===== src/rtl/rnsPkg.sv =====
`timescale 1ns/1ps
package rnsPkg;

  typedef struct packed {
    logic loadStage;
    logic outValid;
  } rnsCtrlT;

  // Inverse of a modulo m by the extended Euclidean algorithm, elaboration only.
  function automatic int modInverse(input int a, input int m);
    int t;
    int newT;
    int r;
    int newR;
    int qt;
    int tmp;
    t = 0;
    newT = 1;
    r = m;
    newR = a % m;
    for (int i = 0; i < 64; i++) begin
      if (newR != 0) begin
        qt = r / newR;
        tmp = t - qt * newT;
        t = newT;
        newT = tmp;
        tmp = r - qt * newR;
        r = newR;
        newR = tmp;
      end
    end
    if (t < 0) t = t + m;
    return t;
  endfunction

endpackage


===== src/rtl/rnsPairOne.sv =====
`timescale 1ns/1ps
// Merges residues mod 2^Q-1 and 2^Q+1 into a value mod 2^(2Q)-1.
// x = rPlus + (2^Q+1)*k, k = (rMinus - rPlus) * 2^(Q-1) mod (2^Q-1).
module rnsPairOne #(
  parameter int Q = 4
) (
  input  logic [Q-1:0]   rMinus,
  input  logic [Q:0]     rPlus,
  output logic [2*Q-1:0] xOut
);
  logic [Q-1:0] plusRed;
  logic [Q:0]   rawSum;
  logic [Q-1:0] eacSum;
  logic [Q-1:0] rotSum;
  logic [Q-1:0] kVal;

  always_comb begin
    // 2^Q is congruent to 1 modulo 2^Q-1
    plusRed = rPlus[Q] ? {{(Q-1){1'b0}}, 1'b1} : rPlus[Q-1:0];
    // one's-complement subtraction with end-around carry
    rawSum  = {1'b0, rMinus} + {1'b0, ~plusRed};
    eacSum  = rawSum[Q-1:0] + {{(Q-1){1'b0}}, rawSum[Q]};
    // times 2^(Q-1) modulo 2^Q-1 is a rotation right by one
    rotSum  = {eacSum[0], eacSum[Q-1:1]};
    kVal    = (&rotSum) ? '0 : rotSum;
    xOut    = {{(Q-1){1'b0}}, rPlus}
            + {kVal, {Q{1'b0}}}
            + {{Q{1'b0}}, kVal};
  end
endmodule


===== src/rtl/rnsPairThree.sv =====
`timescale 1ns/1ps
// Merges residues mod 2^Q-3 and 2^Q+3 into a value mod 2^(2Q)-9.
// x = rPlus + (2^Q+3)*k, k = (rMinus - rPlus) * inv(6) mod (2^Q-3).
module rnsPairThree #(
  parameter int Q = 4
) (
  input  logic [Q-1:0]   rMinus,
  input  logic [Q:0]     rPlus,
  output logic [2*Q-1:0] xOut
);
  localparam int MOD_I = (1 << Q) - 3;
  localparam int INV_I = rnsPkg::modInverse(6, MOD_I);
  localparam logic [Q-1:0] MOD_V = Q'(MOD_I);
  localparam logic [Q-1:0] INV_V = Q'(INV_I);

  logic [Q:0]     plusSub;
  logic [Q-1:0]   plusRed;
  logic [Q-1:0]   diff;
  logic [2*Q-1:0] term [Q];
  logic [2*Q-1:0] prod;
  logic [Q+1:0]   fold1;
  logic [Q:0]     fold2;
  logic [Q:0]     fold3;
  logic [Q:0]     foldSub;
  logic [Q-1:0]   kVal;

  always_comb begin
    plusSub = rPlus - {1'b0, MOD_V};
    plusRed = plusSub[Q] ? rPlus[Q-1:0] : plusSub[Q-1:0];
    diff    = (rMinus >= plusRed) ? (rMinus - plusRed) : (rMinus + (MOD_V - plusRed));
  end

  // constant inverse applied as a sum of shifted operands
  for (genvar gi = 0; gi < Q; gi++) begin : g_term
    assign term[gi] = INV_V[gi] ? ({{Q{1'b0}}, diff} << gi) : '0;
  end

  always_comb begin
    prod = '0;
    for (int i = 0; i < Q; i++) prod = prod + term[i];
    // 2^Q is congruent to 3: fold the high part as (h<<1)+h
    fold1 = {2'b00, prod[Q-1:0]}
          + {1'b0, prod[2*Q-1:Q], 1'b0}
          + {2'b00, prod[2*Q-1:Q]};
    fold2 = {1'b0, fold1[Q-1:0]}
          + {{(Q-2){1'b0}}, fold1[Q+1:Q], 1'b0}
          + {{(Q-1){1'b0}}, fold1[Q+1:Q]};
    fold3 = {1'b0, fold2[Q-1:0]}
          + {{(Q-1){1'b0}}, fold2[Q], fold2[Q]};
    foldSub = fold3 - {1'b0, MOD_V};
    kVal    = foldSub[Q] ? fold3[Q-1:0] : foldSub[Q-1:0];
    xOut    = {{(Q-1){1'b0}}, rPlus}
            + {kVal, {Q{1'b0}}}
            + {{(Q-1){1'b0}}, kVal, 1'b0}
            + {{Q{1'b0}}, kVal};
  end
endmodule


===== src/rtl/rnsFinalStage.sv =====
`timescale 1ns/1ps
// X = xB + (2^(2Q)-9)*k, k = (xA - xB) * inv(-8) mod (2^(2Q)-1)
//   = rotate-right-by-3 of (xB - xA) in one's complement.
module rnsFinalStage #(
  parameter int Q = 4
) (
  input  logic [2*Q-1:0] xA,
  input  logic [2*Q-1:0] xB,
  output logic [4*Q-1:0] value
);
  localparam int W = 2 * Q;

  logic [W:0]   rawSum;
  logic [W-1:0] eacSum;
  logic [W-1:0] rotSum;
  logic [W-1:0] kVal;

  always_comb begin
    rawSum = {1'b0, xB} + {1'b0, ~xA};
    eacSum = rawSum[W-1:0] + {{(W-1){1'b0}}, rawSum[W]};
    rotSum = {eacSum[2:0], eacSum[W-1:3]};
    kVal   = (&rotSum) ? '0 : rotSum;
    value  = {{W{1'b0}}, xB}
           + {kVal, {W{1'b0}}}
           - {{(W-3){1'b0}}, kVal, 3'b000}
           - {{W{1'b0}}, kVal};
  end
endmodule


===== src/rtl/rnsControl.sv =====
`timescale 1ns/1ps
module rnsControl #(
  parameter bit PIPE_STAGE = 1'b1
) (
  input  logic            clk,
  input  logic            rstN,
  input  logic            inValid,
  output rnsPkg::rnsCtrlT ctrl
);
  logic validOut;

  if (PIPE_STAGE) begin : g_pipe
    always_ff @(posedge clk or negedge rstN) begin
      if (!rstN) validOut <= 1'b0;
      else       validOut <= inValid;
    end

    in_to_out_chk: assert property (@(posedge clk) disable iff (!rstN)
      inValid |=> ctrl.outValid);

    idle_to_out_chk: assert property (@(posedge clk) disable iff (!rstN)
      !inValid |=> !ctrl.outValid);
  end else begin : g_comb
    assign validOut = inValid;

    comb_valid_chk: assert property (@(posedge clk) disable iff (!rstN)
      ctrl.outValid |-> inValid);
  end

  assign ctrl = '{loadStage: inValid, outValid: validOut};
endmodule


===== src/rtl/rnsDatapath.sv =====
`timescale 1ns/1ps
module rnsDatapath #(
  parameter int Q          = 4,
  parameter bit PIPE_STAGE = 1'b1
) (
  input  logic            clk,
  input  logic            rstN,
  input  rnsPkg::rnsCtrlT ctrl,
  input  logic [Q-1:0]    resMinusOne,
  input  logic [Q:0]      resPlusOne,
  input  logic [Q-1:0]    resMinusThree,
  input  logic [Q:0]      resPlusThree,
  output logic [4*Q-1:0]  result
);
  localparam int W = 2 * Q;
  localparam logic [4*Q+3:0] ONE_W  = 1;
  localparam logic [4*Q+3:0] MODA_W = (ONE_W << W) - ONE_W;
  localparam logic [4*Q+3:0] MODB_W = (ONE_W << W) - 9;
  localparam logic [4*Q+3:0] DYN_W  = MODA_W * MODB_W;
  localparam logic [W-1:0]   MODA   = MODA_W[W-1:0];
  localparam logic [W-1:0]   MODB   = MODB_W[W-1:0];

  logic [W-1:0] pairA;
  logic [W-1:0] pairB;
  logic [W-1:0] stageA;
  logic [W-1:0] stageB;

  rnsPairOne #(.Q(Q)) pairOne_i (
    .rMinus(resMinusOne),
    .rPlus (resPlusOne),
    .xOut  (pairA)
  );

  rnsPairThree #(.Q(Q)) pairThree_i (
    .rMinus(resMinusThree),
    .rPlus (resPlusThree),
    .xOut  (pairB)
  );

  if (PIPE_STAGE) begin : g_pipe
    always_ff @(posedge clk or negedge rstN) begin
      if (!rstN) begin
        stageA <= '0;
        stageB <= '0;
      end else if (ctrl.loadStage) begin
        stageA <= pairA;
        stageB <= pairB;
      end
    end

    hold_chk: assert property (@(posedge clk) disable iff (!rstN)
      !ctrl.loadStage |=> $stable(result));
  end else begin : g_comb
    assign stageA = pairA;
    assign stageB = pairB;
  end

  rnsFinalStage #(.Q(Q)) final_i (
    .xA   (stageA),
    .xB   (stageB),
    .value(result)
  );


  xa_range_chk: assert property (@(posedge clk) disable iff (!rstN)
    stageA < MODA);

  xb_range_chk: assert property (@(posedge clk) disable iff (!rstN)
    stageB < MODB);

  result_range_chk: assert property (@(posedge clk) disable iff (!rstN)
    (ctrl.outValid || ctrl.loadStage) |-> ({4'b0000, result} < DYN_W));
endmodule


===== src/rtl/rnsReverseConverter.sv =====
`timescale 1ns/1ps
module rnsReverseConverter #(
  parameter int Q          = 4,
  parameter bit PIPE_STAGE = 1'b1
) (
  input  logic           clk,
  input  logic           rstN,
  input  logic           inValid,
  input  logic [Q-1:0]   resMinusOne,
  input  logic [Q:0]     resPlusOne,
  input  logic [Q-1:0]   resMinusThree,
  input  logic [Q:0]     resPlusThree,
  output logic           outValid,
  output logic [4*Q-1:0] result
);
  rnsPkg::rnsCtrlT ctrl;

  rnsControl #(.PIPE_STAGE(PIPE_STAGE)) control_i (
    .clk    (clk),
    .rstN   (rstN),
    .inValid(inValid),
    .ctrl   (ctrl)
  );

  rnsDatapath #(.Q(Q), .PIPE_STAGE(PIPE_STAGE)) datapath_i (
    .clk          (clk),
    .rstN         (rstN),
    .ctrl         (ctrl),
    .resMinusOne  (resMinusOne),
    .resPlusOne   (resPlusOne),
    .resMinusThree(resMinusThree),
    .resPlusThree (resPlusThree),
    .result       (result)
  );

  assign outValid = ctrl.outValid;
endmodule


===== config.mk =====
export PLATFORM = sky130hd
export DESIGN_NAME = rnsReverseConverter
export DESIGN_NICKNAME = d
export VERILOG_FILES = /design/src/rtl/rnsPkg.sv /design/src/rtl/rnsPairOne.sv /design/src/rtl/rnsPairThree.sv /design/src/rtl/rnsFinalStage.sv /design/src/rtl/rnsControl.sv /design/src/rtl/rnsDatapath.sv /design/src/rtl/rnsReverseConverter.sv
export SDC_FILE = /design/constraint.sdc
export NUM_CORES = 1
export LEC_CHECK = 0
export ABC_AREA = 0
export BUFFER_PORTS_ARGS = -buffer_cell sky130_fd_sc_hd__buf_2
export CAP_MARGIN = 20
export CORE_UTILIZATION = 45
export CTS_CLUSTER_SIZE = 24
export DETAILED_ROUTE_END_ITERATION = 16
export GPL_TIMING_DRIVEN = 0
export HOLD_SLACK_MARGIN = 0.15
export PLACE_DENSITY = 0.65
export SLEW_MARGIN = 40
export SYNTH_ARGS = -nofsm -noshare
export SYNTH_HDL_FRONTEND = slang
export SYNTH_SLANG_ARGS = --single-unit

===== constraint.sdc =====
create_clock -name clk -period 8.4 [get_ports clk]
set_clock_uncertainty 0.05 [all_clocks]
set_input_delay 0.42 -clock clk [delete_from_list [all_inputs] [get_ports clk]]
set_output_delay 0.42 -clock clk [all_outputs]
set_load 0.01 [all_outputs]

# Word level (Yosys, flattened, before mapping)

Index checks and enable logic that the tools add are counted.

Flip-flop bits (word level): 17
Bits of input ports: 21
Output and inout port bits: 17
Word-level logic and storage cells: 38

$add $sub $neg: 24
$lt $le $gt $ge: 1
Multiplexer cells: 6
Bitwise gates (word level): 2
Reductions and logical operators: 2

Operator list:

| operator                                         | count |
|---|---|
| 2-to-1 mux 4 bit                                 | 5 |
| adder 5 x 8 -> 8 bit                             | 2 |
| adder 8 x 16 -> 16 bit                           | 1 |
| adder 8 x 4 -> 8 bit                             | 2 |
| subtractor 16 x 11 -> 16 bit                     | 1 |
| subtractor 16 x 8 -> 16 bit                      | 1 |
| adder 4 x 5 -> 6 bit                             | 2 |
| subtractor 5 x 4 -> 5 bit, second input constant | 2 |
| adder 8 x 8 -> 9 bit                             | 1 |
| adder 6 x 7 -> 8 bit                             | 1 |
| adder 8 x 1 -> 8 bit                             | 1 |
| adder 8 x 5 -> 8 bit                             | 1 |
| 2-to-1 mux 8 bit                                 | 1 |
| NOT 8 bit                                        | 1 |
| AND reduction 8 bit                              | 1 |
| adder 6 x 4 -> 6 bit                             | 1 |
| adder 4 x 2 -> 5 bit                             | 1 |
| adder 4 x 3 -> 5 bit                             | 1 |
| adder 4 x 4 -> 5 bit                             | 1 |
| adder 5 x 2 -> 5 bit                             | 1 |
| adder 4 x 1 -> 4 bit                             | 1 |
| adder 4 bit                                      | 1 |
| greater-or-equal comparator 4 bit                | 1 |
| NOT 4 bit                                        | 1 |
| 3 further kinds                                  | 3 |

# Depth between registers and ports, before layout

Gate-level depths: netlist of run 1.

Word-level depth: 17
Mapped depth: 55
Mapped depth without buffers: 54

# Cells and area by module

A second synthesis of run 1 with hierarchy kept.

Cells, all modules: 526
Area, all modules: 4,554.4 um2

By module, submodules not included:

| module        | times used | cells each | area each (um2) | seq. area each (um2) |
|---|---|---|---|---|
| rnsFinalStage | 1          | 210        | 1,584.0         | 0.0 |
| rnsPairThree  | 1          | 179        | 1,520.2         | 0.0 |
| rnsPairOne    | 1          | 100        | 760.7           | 0.0 |
| rnsDatapath   | 1          | 34         | 649.4           | 400.4 |
| rnsControl    | 1          | 3          | 40.0            | 25.0 |

# Worst setup path after synthesis of run 1

Ideal clock, no wire load.

Kind: input to register
Start: input port resPlusThree[1]
End: register datapath_i.stageB[6]
Setup time: 0.125 ns
Arrival: 10.384 ns
Data required time: 8.225 ns
Setup slack: -2.159 ns
Stages on the path: 53
Buffers on the path: 1
Path through: inv_1 -> ha_1 -> nor3_1 -> xnor2_1 -> o21ai_0 -> inv_1 -> ha_1 -> inv_1 -> ha_1 -> inv_1 -> fa_1 -> xor2_1 -> a21oi_1 -> xnor2_1 -> fa_1 -> fa_1 -> nor2b_1 -> o21ai_0 -> [17 not listed] -> inv_1 -> ha_1 -> clkbuf_1 -> nor2b_1 -> nand2_1 -> nor2_1 -> a311o_1 -> nor2_1 -> inv_1 -> fa_1 -> inv_1 -> ha_1 -> a21o_1 -> a21o_1 -> a21o_1 -> a21oi_1 -> xnor2_1 -> mux2_2

Cells in the longest elaborated chain, start to end: 17
Elaborated cells between the ends (all ways): 19
Classes of those cells: add/sub (15); order compare (1); mux (3)

Ends and longest elaborated chain:

| element                   | line                      | text |
|---|---|---|
| from (decl)               | rnsReverseConverter.sv:12 | `input logic [Q:0] resPlusThree,` |
| subtractor 5 x 4 -> 5 bit | rnsPairThree.sv:28        | `plusSub = rPlus - {1'b0, MOD_V};` |
| 2-to-1 mux 4 bit          | rnsPairThree.sv:29        | `plusRed = plusSub[Q] ? rPlus[Q-1:0] : plusSub[Q-1:0];` |
| subtractor 4 bit          | rnsPairThree.sv:30        | `diff = (rMinus >= plusRed) ? (rMinus - plusRed) : (rMinus + (MOD_V - plusRed));` |
| adder 4 bit               | rnsPairThree.sv:30        |  |
| 2-to-1 mux 4 bit          | rnsPairThree.sv:30        |  |
| adder 4 x 5 -> 6 bit      | rnsPairThree.sv:40        | `for (int i = 0; i < Q; i++) prod = prod + term[i];` |
| adder 6 x 7 -> 8 bit      | rnsPairThree.sv:40        |  |
| adder 4 x 5 -> 6 bit      | rnsPairThree.sv:43        | `+ {1'b0, prod[2*Q-1:Q], 1'b0}` |
| adder 6 x 4 -> 6 bit      | rnsPairThree.sv:44        | `+ {2'b00, prod[2*Q-1:Q]};` |
| adder 4 x 3 -> 5 bit      | rnsPairThree.sv:46        | `+ {{(Q-2){1'b0}}, fold1[Q+1:Q], 1'b0}` |
| adder 5 x 2 -> 5 bit      | rnsPairThree.sv:47        | `+ {{(Q-1){1'b0}}, fold1[Q+1:Q]};` |
| adder 4 x 2 -> 5 bit      | rnsPairThree.sv:49        | `+ {{(Q-1){1'b0}}, fold2[Q], fold2[Q]};` |
| subtractor 5 x 4 -> 5 bit | rnsPairThree.sv:50        | `foldSub = fold3 - {1'b0, MOD_V};` |
| 2-to-1 mux 4 bit          | rnsPairThree.sv:51        | `kVal = foldSub[Q] ? fold3[Q-1:0] : foldSub[Q-1:0];` |
| adder 5 x 8 -> 8 bit      | rnsPairThree.sv:53        | `+ {kVal, {Q{1'b0}}}` |
| adder 8 x 5 -> 8 bit      | rnsPairThree.sv:54        | `+ {{(Q-1){1'b0}}, kVal, 1'b0}` |
| adder 8 x 4 -> 8 bit *    | rnsPairThree.sv:55        | `+ {{Q{1'b0}}, kVal};` |
| to (signal assigned)      | rnsDatapath.sv:47         | `stageB <= pairB;` |
| to (decl)                 | rnsDatapath.sv:26         | `logic [W-1:0] stageB;` |

Every way passes the cells marked *; elsewhere a longest branch is shown, timed or not.
A chain may end at the register's enable or synchronous reset.

# Worst setup path in the final report of run 1

Start: input port resPlusThree[1]
End: register datapath_i.stageB[5]

The elaborated chain is that of the path after synthesis.

==> run_results.csv, run 1 <==
group,metric,value,unit
status,outcome,"finished with violations",
status,violations,"negative setup slack",
floorplan,dieArea,9400,sq um
drt,drt_wl_total,8.70,mm
yosys,syn_area,4060,sq um
placed_design,place_hpwl,7.06,mm
finish,layout.nets,693,
worst_setup_path,crit_path_max_incr_delay,0.54,ns
placed_design,place.gp.congestion,0.787,
sta,setup_violations,7,
finish,antenna_cells,0,
worst_setup_path,critPathCapture,"datapath_i.stageB[5]$_DFFE_PN0P_",
yosys,yosysTopAreaCell,"ha_1",
min_path,hold_path_class,"in -> reg",
yosys,synth_common_cells,"inv_1, ha_1, nand2_1",
floorplan,num_io_pins,38,
job,max_cap_violations,0,
drt,final_antenna_net_count,0,
worst_setup_path,crit_arrival,9.88,ns
sta,layout_setup_ws,-1.39,ns
grt,antenna_found_initial,0,
cts,ctsHtreeMaxLevel,1,
yosys,yosysMostFrequentCell,"inv_1",
worst_setup_path,crit_path_end_kind,"flip-flop",
yosys,synth_cell_type_count,53,
yosys,avgSynthCellArea,8.02,sq um
yosys,synth-seq-cells,17,
cts,clock-sinks,17,
yosys,synth-seq-area-share,10.5,%
cts,clock-root-buffer,"clkbuf_8",
yosys,synth_top_cell_area_share,22.8,%
placed_design,numPortBuffers,37,
worst_setup_path,startpoint,"resPlusThree[1]",
yosys,synth_edf_count,0,
cts,clock_latency,0.25,ns
floorplan,rows,34,
floorplan,fp.dieH,97.0,um
floorplan,core,8720,sq um
worst_setup_path,cpMostUsedCell,"inv_2",
sta,tightest_slew,0.788,ns
worst_setup_path,r2r_start,"datapath_i.stageB[7]$_DFFE_PN0P_",
floorplan,start_util,46.5,%
grt,grt_pass1_wl,15.6,mm
placed_design,dp_cells,651,
finish,fillers,791,
sta,post-route-min-period,9.79,ns
grt,grtUsageMet3,0.867,%
cts,cts_buffers,3,
drt,via_per_inst,5.27,
worst_setup_path,r2r_end,"datapath_i.stageB[7]$_DFFE_PN0P_",
drt,route.detailed.drc,0,
worst_setup_path,required,8.49,ns
sta,finalMaxSlewViolations,0,
worst_setup_path,reg2regPathDepth,3,
sta,rsz0062_at_grt,"yes",
yosys,synthCells,506,
grt,first_global_vias,3682,
worst_setup_path,start_kind,"primary input",
yosys,synth_area_leaders,"ha_1, fa_1, dfrtp_1",
placed_design,dp_slack,-2.18,ns
cts,clkTransAtPathRegs,0.07,ns
worst_setup_path,reg2reg_slack,7.44,ns
finish,area_growth,22.5,%
sta,hold_viol_final,0,
worst_setup_path,crit_path_max_fanout,4,
cts,cts_tree,"done",
grt,met2_usage,37.6,%
worst_setup_path,worstSetupPathType,"in -> reg",
worst_setup_path,slowest_stage,"fa_2",
finish,fin_cells,681,
grt,grt_max_degree,18,
yosys,synth_fp_nets,625,
sta,period_share,117,%
drt,dr.pass1.iters,4,
drt,vias,3586,
cts,clk_path_buf_depth,2,
yosys,synth-main-ff-cell,"dfrtp_1",
finish,drive_above_1_share,23.4,%
yosys,yosys_warnings,0,
sta,max_freq,102,MHz
grt,use_met1,23.0,%
drt,wl_per_cell,12.8,um
grt,grt_overflow_total,0,
grt,grt-busiest-layer,"met2",
floorplan,die_w,97.0,um
sta,max-slew-margin-rel,47.3,%
drt,drt_iter0_drc,73,
grt,track_usage,19.3,%
yosys,synth_async_sr_flop_share,100,%
[through the flow]
step / area [sq um] / hold slack, ns / setup TNS (ns) / util, %
2_1_floorplan: 4180 / 0.0744 / -6.79 / -
3_3_place_gp: 4500 / 0.309 / -12.73 / 51.6
3_5_place_dp: 4500 / 0.314 / -13.50 / 51.6
4_1_cts: 4860 / 0.251 / -8.46 / 55.7
5_1_grt: 4970 / 0.256 / -10.98 / 57.0
6_report: 4970 / 0.255 / -7.54 / 57.0
[per-layer routing]
metal  share of wire [%]  wire length, um
met2                  53             4630
met3                 1.3              111
met4                0.99               86
met1                  44             3870
met5                   0                0
[cell families after synthesis]
family	Yosys count	share of synthesized area, %
and+or+nand+nor	127	15.4
adders and majority gates	98	34.7
AOI/OAI and AO/OA	119	19.3
DFF	17	10.5
muxes	5	1.36
buffers and inverters	93	8.60
xor gates and xnor gates	47	10.1
[layout make-up]
| class | count | area (sq um) | area share, % |
|---|---|---|---|
| buffer | 5 | 28.8 | 0.579 |
| clock buffer | 3 | 41.3 | 0.831 |
| clock inverter | 1 | 5.00 | 0.101 |
| inverter | 86 | 329 | 6.62 |
| multi-input combinational | 396 | 3590 | 72.2 |
| sequential | 17 | 425 | 8.56 |
| tap | 108 | 135 | 2.72 |
| timing repair buffer | 65 | 418 | 8.41 |
[what timing repair did]
item | 4_1_cts | 5_1_grt
resized for setup | 37 | 16
setup endpoints to repair | 8 | 8
endpoints found under the hold margin | 17 | 0
hold buffers | 1 | 0
pin swaps | 40 | 30
setup buffers | 20 | 7
[critical path, delay by kind of cell]
kind	cells	cell delay, ns
simple gates	6	0.83
fa+ha+maj	15	4.84
buf+inv	12	0.76
xor+xnor	7	0.97
compound gates	10	1.78
mux	1	0.27
[worst min path at each step]
stage	from	endpoint	cells past startpoint
6_report	inValid	control_i.validOut$_DFF_PN0_	1
5_1_grt	inValid	control_i.validOut$_DFF_PN0_	1
4_1_cts	inValid	control_i.validOut$_DFF_PN0_	1
3_5_place_dp	rstN	datapath_i.stageA[4]$_DFFE_PN0P_	1
3_3_place_gp	rstN	datapath_i.stageA[4]$_DFFE_PN0P_	1
2_1_floorplan	rstN	control_i.validOut$_DFF_PN0_	0
[cell usage in the layout, fill, tap and decap left out, types with 3 or more instances in the layout]
cell / synthesis / final
xnor2_2: 0 / 7
nor2_1: 28 / 26
buf_2: 0 / 35
a21o_1: 18 / 18
xnor2_1: 29 / 22
o22ai_1: 3 / 3
clkbuf_1: 7 / 4
xor2_1: 18 / 17
inv_2: 0 / 10
nor3b_1: 3 / 3
o21ai_0: 29 / 22
buf_4: 0 / 26
nor2b_1: 11 / 10
ha_4: 0 / 9
nor3_1: 11 / 10
fa_2: 0 / 6
o21ai_1: 2 / 8
o311a_1: 4 / 4
and2_1: 4 / 4
a21oi_2: 0 / 7
a21oi_1: 29 / 21
a21boi_0: 3 / 3
clkbuf_8: 0 / 4
inv_1: 86 / 74
o21a_1: 9 / 8
fa_1: 24 / 18
nand3_1: 10 / 9
and3_1: 3 / 3
a211oi_1: 3 / 3
dfrtp_1: 17 / 17
ha_1: 74 / 63
or3_1: 4 / 4
nand2_1: 36 / 34
nand2b_1: 7 / 7
mux2_4: 0 / 4
[registers in the layout, summed over array words and instances, names as in the netlist]
| signal | flops |
|---|---|
| control_i.validOut | 1 |
| datapath_i.stageA | 8 |
| datapath_i.stageB | 8 |
Power of run 1 is not shown: default switching activity piles up to over one toggle a cycle in this logic, so the estimate is an artifact.
==> inputs of run 2 (changes only) <==
PLACE_DENSITY = 0.69   (was 0.65)
RECOVER_POWER = 100   (was unset)
SETUP_SLACK_MARGIN = 0.1   (was unset)
==> run 2 against run 1 <==
The run still ends with negative setup slack left; first-iteration DRC count grew 29%; fmax shrank 2.5%; sequential cell count is the same; routed wire length grew 7.5%; die area is the same; worst hold slack gained 0.0022 ns; critical path depth grew 1; sequential share of layout area shrank 0.32 points; final cell count grew 1.3%; non-clock buffer count grew 9; largest cell class unchanged; highest routed layer unchanged.
==> run_results.csv, run 2 (synthesis gave the netlist of run 1 again) <==
group,metric,value,unit
floorplan,dieArea,9400,sq um
min_path,hold_path_class,"in -> reg",
finish,final_cell_mix,"inv_1, ha_1, nand2_1",
sta,max_freq,99.6,MHz
sta,finalMaxSlewViolations,0,
drt,route.detailed.drc,0,
status,violations,"negative setup slack",
placed_design,place_hpwl,7.12,mm
worst_setup_path,crit_arrival,10.13,ns
finish,fillers,760,
job,max_cap_violations,0,
sta,period_share,120,%
sta,tightest_slew,1.04,ns
drt,via_per_inst,5.31,
sta,max-slew-margin-rel,29.1,%
cts,ctsHtreeMaxLevel,1,
worst_setup_path,worstSetupPathType,"in -> reg",
drt,wl_per_cell,13.6,um
sta,rsz0062_at_grt,"yes",
floorplan,fp.dieH,97.0,um
drt,final_antenna_net_count,0,
sta,setup_violations,8,
floorplan,die_w,97.0,um
status,outcome,"finished with violations",
finish,area_growth,27.2,%
finish,layout.nets,702,
placed_design,numPortBuffers,37,
cts,cts_buffers,3,
cts,clock-sinks,17,
cts,clkTransAtPathRegs,0.06,ns
sta,holdWs,0.257,ns
cts,clock_latency,0.25,ns
worst_setup_path,slowest_stage,"fa_2",
grt,grt_overflow_total,0,
finish,ff_latch_area,425,sq um
floorplan,core,8720,sq um
floorplan,start_util,46.5,%
grt,grt_max_degree,18,
finish,reg_top3,"datapath_i.stageA: 8 flops, datapath_i.stageB: 8 flops, control_i.validOut: 1 flops",
drt,drt_wl_total,9.35,mm
grt,first_global_vias,3603,
cts,clk_path_buf_depth,2,
finish,drive_above_1_share,24.1,%
worst_setup_path,start_kind,"primary input",
drt,dr.pass1.iters,4,
grt,antenna_found_initial,0,
finish,final_common_cell,"inv_1",
sta,layout_setup_ws,-1.64,ns
floorplan,rows,34,
worst_setup_path,cpMostUsedCell,"ha_4",
drt,vias,3666,
finish,post-route-util,59.2,%
placed_design,place.gp.congestion,0.805,
worst_setup_path,required,8.49,ns
finish,fin_cells,690,
sta,hold_viol_final,0,
finish,antenna_cells,0,
worst_setup_path,crit_path_max_incr_delay,0.58,ns
floorplan,num_io_pins,38,
placed_design,dp_cells,651,
drt,drt_iter0_drc,94,
grt,grt_pass1_wl,15.3,mm
grt,track_usage,18.9,%
worst_setup_path,crit_path_max_fanout,4,
finish,multiInputGateArea,3730,sq um
cts,cts_tree,"done",
cts,clock-root-buffer,"clkbuf_8",
worst_setup_path,crit_path_end_kind,"flip-flop",
sta,post-route-min-period,10.04,ns
placed_design,dp_slack,-2.27,ns
run 2: cell types whose count changed in the layout (fill, tap and decap cells not counted), sizes merged:
| cell | previous run | this run |
|---|---|---|
| clkbuf | 8 | 28 |
| buf | 64 | 54 |
| clkinv | 1 | 0 |
run 2: area by class of cell:
| cell class | count | area share, % |
|---|---|---|
| multi-input cells | 396 | 72.3 |
| repair buffers | 72 | 8.82 |
| flip-flops and latches | 17 | 8.24 |
| inverters | 86 | 6.38 |
| well taps | 108 | 2.62 |
| clock buffers | 4 | 0.873 |
| plain buffers | 7 | 0.800 |
run 2: what timing repair did:
| item | CTS | global route |
|---|---|---|
| hold buffers | 1 | 0 |
| gates resized for setup | 33 | 46 |
| pin swaps | 39 | 55 |
| buffers inserted | 23 | 11 |
| setup endpoints to repair | 8 | 8 |
| hold endpoints to repair | 17 | 0 |
run 2: worst paths after layout:
kind / end / slack [ns] / from / cells past startpoint
setup / recovery: datapath_i.stageB[5]$_DFFE_PN0P_ / -1.64 / resPlusThree[1] / 52
hold / removal: control_i.validOut$_DFF_PN0_ / 0.26 / inValid / 1
setup reg to reg: datapath_i.stageB[7]$_DFFE_PN0P_ / 7.46 / datapath_i.stageB[7]$_DFFE_PN0P_ / 3
hold reg to reg: datapath_i.stageA[3]$_DFFE_PN0P_ / 0.48 / datapath_i.stageA[3]$_DFFE_PN0P_ / 2
max in group asynchronous: datapath_i.stageB[2]$_DFFE_PN0P_ / 6.98 / rstN / 2
min in group asynchronous: datapath_i.stageA[5]$_DFFE_PN0P_ / 0.76 / rstN / 2
run 2: per-stage QoR:
stage	setup TNS [ns]	area [sq um]
floorplan	-6.79	4180
global placement	-12.39	4500
detailed placement	-14.20	4500
CTS	-9.37	4870
global route	-12.52	5160
finish	-9.54	5160
run 2: routing by layer:
metal / up-vias / routed length (um) / GRT usage, %
li1: 1864 / - / -
met1: 1745 / 4050 / 22.7
met2: 50 / 5010 / 36.6
met3: 7 / 217 / 1.52
met4: 0 / 72 / 3.56
met5: - / 0 / 0
run 2: worst max-delay path: cells and delay by family:
kind                       cells  cell delay [ns]
xor gates and xnor gates       5             0.74
and+or+nand+nor                5             0.48
buffers and inverters         15             1.39
adders and majority gates     14             4.38
muxes                          2             0.59
AOI/OAI and AO/OA             11             2.13
Power of run 2 is left out for the same reason.
==> inputs of run 3 (changes only) <==
CELL_PAD_IN_SITES_DETAIL_PLACEMENT = 0   (was unset)
CELL_PAD_IN_SITES_GLOBAL_PLACEMENT = 1   (was unset)
CORE_MARGIN = 4   (was unset)
PLACE_DENSITY = 0.87   (was 0.69)
==> run 3 against run 2 <==
The run still ends with negative setup slack left; design area down 3.8%; sequential share of layout area increased by 0.32 points; largest cell class unchanged; via count down 2.8%; highest routed layer unchanged; non-clock buffer count is 4 lower; critical endpoint unchanged.
==> run_results.csv, run 3 (synthesis gave the netlist of run 1 again) <==
group,metric,value,unit
status,outcome,"finished with violations",
status,violations,"negative setup slack",
min_path,hold_path_class,"in -> reg",
worst_setup_path,crit_family,"adder cells",
grt,antenna_found_initial,0,
cts,cts_buffers,3,
floorplan,fp.dieH,103,um
drt,drt_wl_total,9.20,mm
worst_setup_path,required,8.50,ns
worst_setup_path,crit_path_end_kind,"flip-flop",
worst_setup_path,slowest_stage,"fa_1",
worst_setup_path,r2r_start,"datapath_i.stageB[1]$_DFFE_PN0P_",
job,max_cap_violations,0,
sta,post-route-min-period,9.75,ns
sta,setup_violations,7,
drt,wl_per_cell,13.4,um
grt,grt_max_degree,18,
floorplan,dieArea,10600,sq um
finish,area_growth,22.4,%
min_path,hold_depth,1,
cts,clkTransAtPathRegs,0.07,ns
grt,grt_pass1_wl,15.9,mm
cts,clock_latency,0.25,ns
placed_design,place_hpwl,7.49,mm
worst_setup_path,crit_path_max_incr_delay,0.58,ns
floorplan,core,8760,sq um
floorplan,die_w,103,um
drt,drt_iter0_drc,58,
worst_setup_path,cpMostUsedCell,"inv_2",
sta,period_share,116,%
worst_setup_path,reg2regPathDepth,2,
worst_setup_path,crit_arrival,9.85,ns
worst_setup_path,r2r_end,"datapath_i.stageB[1]$_DFFE_PN0P_",
finish,antenna_cells,0,
min_path,hold_start,"inValid",
cts,clock-root-buffer,"clkbuf_8",
min_path,hold_end,"control_i.validOut$_DFF_PN0_",
cts,cts_tree,"done",
grt,track_usage,18.1,%
finish,final_cell_mix,"inv_1, ha_1, nand2_1",
drt,vias,3565,
worst_setup_path,reg2reg_slack,7.43,ns
placed_design,numPortBuffers,37,
cts,clock-sinks,17,
finish,post-route-util,56.7,%
sta,max-slew-margin-rel,28.0,%
worst_setup_path,critPathBufInv,15,
placed_design,dp_cells,651,
sta,hold_viol_final,0,
sta,rsz0062_at_grt,"yes",
sta,layout_setup_ws,-1.35,ns
finish,layout.nets,698,
sta,max_freq,103,MHz
sta,tightest_slew,1.05,ns
placed_design,place.gp.congestion,0.862,
floorplan,num_io_pins,38,
finish,fin_cells,686,
grt,grt_overflow_total,0,
cts,ctsHtreeMaxLevel,1,
finish,reg_top3,"datapath_i.stageA: 8 flops, datapath_i.stageB: 8 flops, control_i.validOut: 1 flops",
drt,route.detailed.drc,0,
drt,dr.pass1.iters,4,
grt,first_global_vias,3614,
worst_setup_path,crit_path_max_fanout,6,
cts,clk_path_buf_depth,2,
floorplan,start_util,46.3,%
floorplan,rows,34,
drt,final_antenna_net_count,0,
finish,drive_above_1_share,21.6,%
worst_setup_path,start_kind,"primary input",
drt,via_per_inst,5.20,
sta,finalMaxSlewViolations,0,
finish,final_common_cell,"inv_1",
worst_setup_path,worstSetupPathType,"in -> reg",
run 3: cell types whose count changed in the layout (fill, tap and decap cells not counted), sizes merged:
cell	delta
clkbuf	-1
clkinvlp	+1
buf	-4
run 3: how the worst max path moves through the flow:
stage | slack (ns) | to | start | cells after the start
floorplan | -1.27 | datapath_i.stageB[5]$_DFFE_PN0P_ | resPlusThree[1] | 53
CTS | -1.42 | datapath_i.stageB[5]$_DFFE_PN0P_ | resPlusThree[1] | 54
global route | -1.82 | datapath_i.stageB[5]$_DFFE_PN0P_ | resPlusThree[1] | 54
global placement | -1.99 | datapath_i.stageB[5]$_DFFE_PN0P_ | resPlusThree[1] | 52
detailed placement | -2.26 | datapath_i.stageB[5]$_DFFE_PN0P_ | resPlusThree[1] | 52
finish | -1.35 | datapath_i.stageB[5]$_DFFE_PN0P_ | resPlusThree[1] | 52
run 3: final cells by class:
cell class / count / area, sq um
clock inverter: 1 / 7.51
sequential: 17 / 425
clock buffer: 3 / 41.3
timing repair buffer: 68 / 413
inverter: 86 / 327
fill: 798 / 3800
buffer: 7 / 42.5
tap: 108 / 135
multi-input combinational: 396 / 3580
run 3: through the flow:
stage               area [sq um]  hold WS, ns  setup TNS, ns  setup slack, ns
finish                      4970        0.261          -7.31            -1.35
global route                4970        0.259         -10.92            -1.82
CTS                         4880        0.243          -7.52            -1.42
detailed placement          4500        0.313         -13.97            -2.26
global placement            4500        0.307         -12.17            -1.99
floorplan                   4180       0.0744          -6.79            -1.27
run 3: timing repair:
action	in CTS	in global routing
gates resized for setup	35	18
setup buffers	24	6
pin swaps	22	24
setup endpoints to repair	8	8
hold buffers	1	0
endpoints found under the hold margin	17	0
run 3: routing by layer:
metal | part of all wire, % | vias up | global-route usage, %
met2 | 52 | 34 | 33.6
met1 | 45 | 1656 | 23.0
li1 | - | 1867 | -
met5 | 0 | - | 0
met4 | 1.0 | 0 | 2.89
met3 | 2.4 | 8 | 1.62
Power of run 3 is left out for the same reason.
